$ cat src/rtl/ps2_rx_retry.sv
`timescale 1ns/1ps
module ps2_rx_retry #(
  parameter int CLKS_PER_US = 4,
  parameter int TIMEOUT_US  = 2000,
  parameter int INHIBIT_US  = 100,
  parameter int DEPTH       = 4
) (
  input  logic       clk,
  input  logic       rst_n,
  input  logic       ps2_clk_i,
  input  logic       ps2_dat_i,
  input  logic       rd_en_i,
  output logic [7:0] rd_data_o,
  output logic       empty_o,
  output logic       full_o,
  output logic       overflow_o,
  output logic       frame_err_o,
  output logic       clk_low_o
);
  localparam int TO_CYC  = CLKS_PER_US * TIMEOUT_US;
  localparam int INH_CYC = CLKS_PER_US * INHIBIT_US;
  localparam int TW = $clog2(TO_CYC + 1);
  localparam int IW = $clog2(INH_CYC + 1);
  localparam int AW = (DEPTH > 1) ? $clog2(DEPTH) : 1;

  logic [2:0]    csync;
  logic [1:0]    dsync;
  logic [3:0]    pos;
  logic [7:0]    shreg;
  logic          par;
  logic [TW-1:0] tcnt;
  logic [IW-1:0] icnt;
  logic [AW:0]   wptr, rptr;
  logic [7:0]    mem [DEPTH];

  wire fall    = csync[2] & ~csync[1];
  wire dbit    = dsync[1];
  wire busy    = pos != 4'd0;
  wire timeout = busy && !clk_low_o && tcnt == TW'(TO_CYC - 1);
  wire edge_ok = fall && !clk_low_o && !timeout;
  wire par_ok  = ^{shreg, par};
  wire bad_end = pos == 4'd10 && (!dbit || !par_ok);
  wire bad_beg = pos == 4'd0 && dbit;
  wire err_now = timeout || (edge_ok && (bad_end || bad_beg));
  wire good    = edge_ok && pos == 4'd10 && dbit && par_ok;
  wire [AW:0] level = wptr - rptr;

  assign empty_o = level == '0;
  assign full_o  = level == (AW+1)'(DEPTH);

  always_ff @(posedge clk or negedge rst_n)
    if (!rst_n) begin
      csync <= 3'b111;
      dsync <= 2'b11;
    end else begin
      csync <= {csync[1:0], ps2_clk_i};
      dsync <= {dsync[0], ps2_dat_i};
    end

  always_ff @(posedge clk or negedge rst_n)
    if (!rst_n) begin
      pos   <= '0;
      shreg <= '0;
      par   <= 1'b0;
      tcnt  <= '0;
    end else if (err_now) begin
      pos <= '0;
    end else if (edge_ok) begin
      pos <= (pos == 4'd10) ? 4'd0 : pos + 4'd1;
      if (pos >= 4'd1 && pos <= 4'd8) shreg <= {dbit, shreg[7:1]};
      if (pos == 4'd9) par <= dbit;
      tcnt <= busy ? tcnt + 1'b1 : '0;
    end else if (busy) begin
      tcnt <= tcnt + 1'b1;
    end

  always_ff @(posedge clk or negedge rst_n)
    if (!rst_n) begin
      clk_low_o   <= 1'b0;
      icnt        <= '0;
      frame_err_o <= 1'b0;
    end else begin
      frame_err_o <= err_now;
      if (err_now) begin
        clk_low_o <= 1'b1;
        icnt      <= '0;
      end else if (clk_low_o) begin
        if (icnt == IW'(INH_CYC - 1)) clk_low_o <= 1'b0;
        icnt <= icnt + 1'b1;
      end
    end

  always_ff @(posedge clk)
    if (good && !full_o) mem[wptr[AW-1:0]] <= shreg;

  always_ff @(posedge clk or negedge rst_n)
    if (!rst_n) begin
      wptr       <= '0;
      rptr       <= '0;
      rd_data_o  <= '0;
      overflow_o <= 1'b0;
    end else begin
      if (good && !full_o) wptr <= wptr + 1'b1;
      if (good && full_o) overflow_o <= 1'b1;
      if (rd_en_i && !empty_o) begin
        rd_data_o <= mem[rptr[AW-1:0]];
        rptr      <= rptr + 1'b1;
      end
    end

  AST_ERR_HOLDS_CLK: assert property (@(posedge clk) disable iff (!rst_n) frame_err_o |-> clk_low_o);
  AST_ERR_ONE_CYCLE: assert property (@(posedge clk) disable iff (!rst_n) frame_err_o |=> !frame_err_o);
  AST_FRESH_AFTER_HOLD: assert property (@(posedge clk) disable iff (!rst_n) $fell(clk_low_o) |-> pos == 4'd0);
  AST_TIMEOUT_BOUND: assert property (@(posedge clk) disable iff (!rst_n) busy |-> tcnt < TW'(TO_CYC));
  AST_FULL_NO_GROW: assert property (@(posedge clk) disable iff (!rst_n) full_o && !rd_en_i |=> full_o);
  AST_OVF_STICKY: assert property (@(posedge clk) disable iff (!rst_n) overflow_o |=> overflow_o);
  AST_EMPTY_READ: assert property (@(posedge clk) disable iff (!rst_n) empty_o && rd_en_i |=> $stable(rd_data_o));
  AST_LEVEL_SANE: assert property (@(posedge clk) disable iff (!rst_n) !(empty_o && full_o));
endmodule

$ cat config.mk
export PLATFORM = sky130hd
export DESIGN_NAME = ps2_rx_retry
export DESIGN_NICKNAME = d
export VERILOG_FILES = /design/src/rtl/ps2_rx_retry.sv
export SDC_FILE = /design/constraint.sdc
export NUM_CORES = 1
export LEC_CHECK = 0
export BUFFER_PORTS_ARGS = -buffer_cell sky130_fd_sc_hd__buf_4
export CAP_MARGIN = 20
export CORE_UTILIZATION = 55
export DETAILED_ROUTE_END_ITERATION = 10
export PLACE_DENSITY_LB_ADDON = 0.12
export SLEW_MARGIN = 0
export SYNTH_ARGS = -nofsm -noshare
export SYNTH_HDL_FRONTEND = slang
export SYNTH_SLANG_ARGS = --single-unit
$ cat constraint.sdc
create_clock -name clk -period 5.7 [get_ports clk]
set_clock_uncertainty 0.1 [all_clocks]
set_input_delay 0.57 -clock clk [delete_from_list [all_inputs] [get_ports clk]]
set_output_delay 0.57 -clock clk [all_outputs]
set_load 0.1 [all_outputs]
==> impl_metrics.json <==
{
  "seq_power_share_pct": 43.0,
  "end_kind": "register",
  "drive_above_1_share_pct": 23.93,
  "combPwrFrac_pct": 39.2,
  "rsz0062_at_grt": "false",
  "cts_root_buf": "clkbuf_8",
  "area_delta_synth_final_pct": 9.572,
  "syn-cell-area_um2": 4039,
  "num-fill-cells": 536,
  "worst_slack_ns": 2.832,
  "p_int_w": 0.001336,
  "worstSkewPairLatency_ns": 0.36,
  "hpwl_um": 4497,
  "grt_pass1_vias": 2334,
  "pwr_density_cell_nw_per_um2": 526.0,
  "nets": 335,
  "netlist_instances": 304,
  "die_x_um": 87.70,
  "synth_edf_count": 32,
  "grt_max_degree": 58,
  "track_usage_pct": 19.88,
  "synth_nets": 318,
  "cts_hold_buf": 0,
  "start_util_pct": 58.16,
  "grt_remaining_overflow": 0,
  "maxCapViolCount": 0,
  "crit_start": "shreg[1]",
  "rows": 30,
  "max_freq_mhz": 348.6,
  "max-slew-margin-rel_pct": 42.22,
  "clockBufferDepth": 2,
  "p_switching_w": 0.0009923,
  "place_congestion": 0.7691,
  "chipHeight_um": 87.70,
  "finalSetupTns_ns": 0,
  "worst-setup-path-type": "register to register",
  "worstSetupStartpointType": "register",
  "final_hold_viol_count": 0,
  "preCtsSetupSlack_ns": 2.818,
  "io_pins": 18,
  "switching_share_pct": 42.62,
  "ys_warn_count": 0,
  "path_clk_slew_ns": 0.10,
  "drt_pass1_iterations": 4,
  "die-area_um2": 7690,
  "worst_pin_slew_ns": 0.8610,
  "leakagePower_nw": 1.821,
  "final_cell_mix": "dfrtp_1, edfxtp_1, nor2_1",
  "critPathArrivalTime_ns": 3.01,
  "r2r_start": "shreg[1]",
  "setup_viol": 0,
  "cts_setup_buffers": 0,
  "hold_class": "input pin to async pin",
  "num_antenna_cells": 0,
  "grt_first_pass_wirelength_um": 11200,
  "ys_seq_elements": 89,
  "cts_htree_levels": 3,
  "worst_path_max_delay_cell": "a211oi_4",
  "ir_drop_mv": 0.2609,
  "critPathMaxFanout": 14,
  "period_needed_ns": 2.868,
  "cts_tree": "yes",
  "required_ns": 5.84,
  "avgSynthCellArea_um2": 13.29,
  "synth_ff_type": "dfrtp_1",
  "antenna_found_initial": 0,
  "routed_wl_um": 6668,
  "status": "complete, no violations",
  "clock_sinks": 89,
  "drt_iter0_markers": 90,
  "viasPerCell": 5.600,
  "cts_repair_resize_count": 0,
  "core_area_um2": 6944,
  "routedWlPerCell_um": 15.80,
  "cp_cell_sequence": "xor2_1, xnor3_2, mux2i_1, a211oi_4, inv_2, nor4b_4, mux2_1",
  "port_buffers": 17,
  "async_flop_share_pct": 64.04,
  "drc": 0,
  "clock_power_share_pct": 17.8,
  "numCtsBuffers": 9,
  "timing.final.crit_share_pct": 50.32,
  "ant_nets": 0,
  "synth-seq-area-share_pct": 59.26,
  "vias": 2363,
  "maxSlewViolCount": 0,
  "worst_path_largest_cell_delay_ns": 0.53,
  "ys_types": 50,
  "final_common_cell": "dfrtp_1"
}
-- worst paths after layout --
| path | endpoint | slack (ns) | depth (start not counted) |
|---|---|---|---|
| max reg2reg | par | 2.83 | 7 |
| min reg2reg | dsync[1] | 0.26 | 0 |
| max | par | 2.83 | 7 |
| min | rd_data_o[6] | 0.14 | 1 |
| max in group asynchronous | overflow_o | 4.85 | 1 |
| min in group clk | dsync[0] | 0.21 | 1 |
-- state kept, by name, indices dropped and copies added, names as in the netlist, 4 cells and up --
name / cells
shreg: 8
pos: 4
mem: 32
rd_data_o: 8
icnt: 9
tcnt: 13
-- per-layer routing --
metal  share of wire, %  track usage (%)
met5                  0                0
met4                1.4            6.408
met3                3.1            5.278
met1                 46            25.62
met2                 50            33.10
-- through the flow --
stage | hold slack [ns] | power [W] | instances | area (um^2) | util [%]
4_1_cts | 0.1750 | 0.002356 | 422 | 4425 | 63.73
3_5_place_dp | 0.2475 | 0.001939 | 406 | 4234 | 60.97
3_3_place_gp | 0.2462 | 0.001918 | 406 | 4234 | 60.97
2_1_floorplan | 0.1744 | 0.001754 | 304 | 4039 | -
5_1_grt | 0.1943 | 0.002472 | 422 | 4425 | 63.73
6_report | 0.1443 | 0.002328 | 422 | 4425 | 63.73
-- cell type report --
type | count | area, um^2 | share of cell area, %
well taps | 96 | 120.1 | 2.714
clock inverters | 7 | 67.56 | 1.527
flip-flops and latches | 89 | 2394 | 54.09
repair buffers | 18 | 135.1 | 3.053
inverters | 10 | 37.54 | 0.8482
clock buffers | 9 | 123.9 | 2.799
multi-input cells | 193 | 1548 | 34.97
-- power groups by stage --
| stage | Sequential (W) | Clock (W) | Combinational [W] |
|---|---|---|---|
| after floorplan | 0.00117 | 0 | 0.000589 |
| after global placement | 0.00101 | 0 | 0.000910 |
| after detailed placement | 0.00101 | 0 | 0.000925 |
| after CTS | 0.00100 | 0.000427 | 0.000927 |
| after global routing | 0.00103 | 0.000449 | 0.000989 |
| final | 0.00100 | 0.000415 | 0.000913 |
-- Yosys cell counts (2+ instances only) --
| cell type | count | share of area [%] |
|---|---|---|
| nor2_1 | 23 | 2.1 |
| nor2b_1 | 4 | 0.62 |
| nor3_1 | 5 | 0.62 |
| or2_2 | 3 | 0.46 |
| mux2i_1 | 2 | 0.50 |
| and3_1 | 9 | 1.4 |
| xnor2_1 | 8 | 1.7 |
| nand3_1 | 8 | 0.99 |
| edfxtp_1 | 32 | 24 |
| buf_2 | 3 | 0.37 |
| nor4_1 | 2 | 0.31 |
| ha_1 | 9 | 2.8 |
| o31ai_1 | 7 | 1.3 |
| nor4_2 | 2 | 0.62 |
| o21ai_0 | 14 | 1.7 |
| inv_1 | 9 | 0.84 |
| xor2_1 | 9 | 2.0 |
| mux4_2 | 8 | 4.5 |
| and2_1 | 6 | 0.93 |
| nand2b_1 | 5 | 0.77 |
| dfstp_2 | 5 | 3.3 |
| a221o_1 | 5 | 1.2 |
| nand2_1 | 20 | 1.9 |
| a21oi_1 | 2 | 0.25 |
| dfrtp_1 | 52 | 32 |
| clkbuf_1 | 7 | 0.65 |
| mux2_2 | 18 | 5.0 |
| o41ai_1 | 2 | 0.43 |
| nand4_1 | 4 | 0.62 |
-- critical path, delay by kind of cell, from the launching register on --
kind | cells | cell delay, ns
AO/OA/AOI/OAI | 1 | 0.53
XOR/XNOR | 2 | 0.64
buffers and inverters | 1 | 0.24
flip-flops | 1 | 0.45
multiplexers | 2 | 0.54
AND/OR/NAND/NOR | 1 | 0.25
-- kinds of logic after synthesis --
family,share of synthesized area (%)
multiplexers,10.25
adder cells (fa/ha/maj),2.788
XOR/XNOR,4.833
AND/OR/NAND/NOR,13.72
flip-flops,59.26
buffers and inverters,2.416
AO/OA/AOI/OAI,6.723
(Power assumes the default switching activity.)
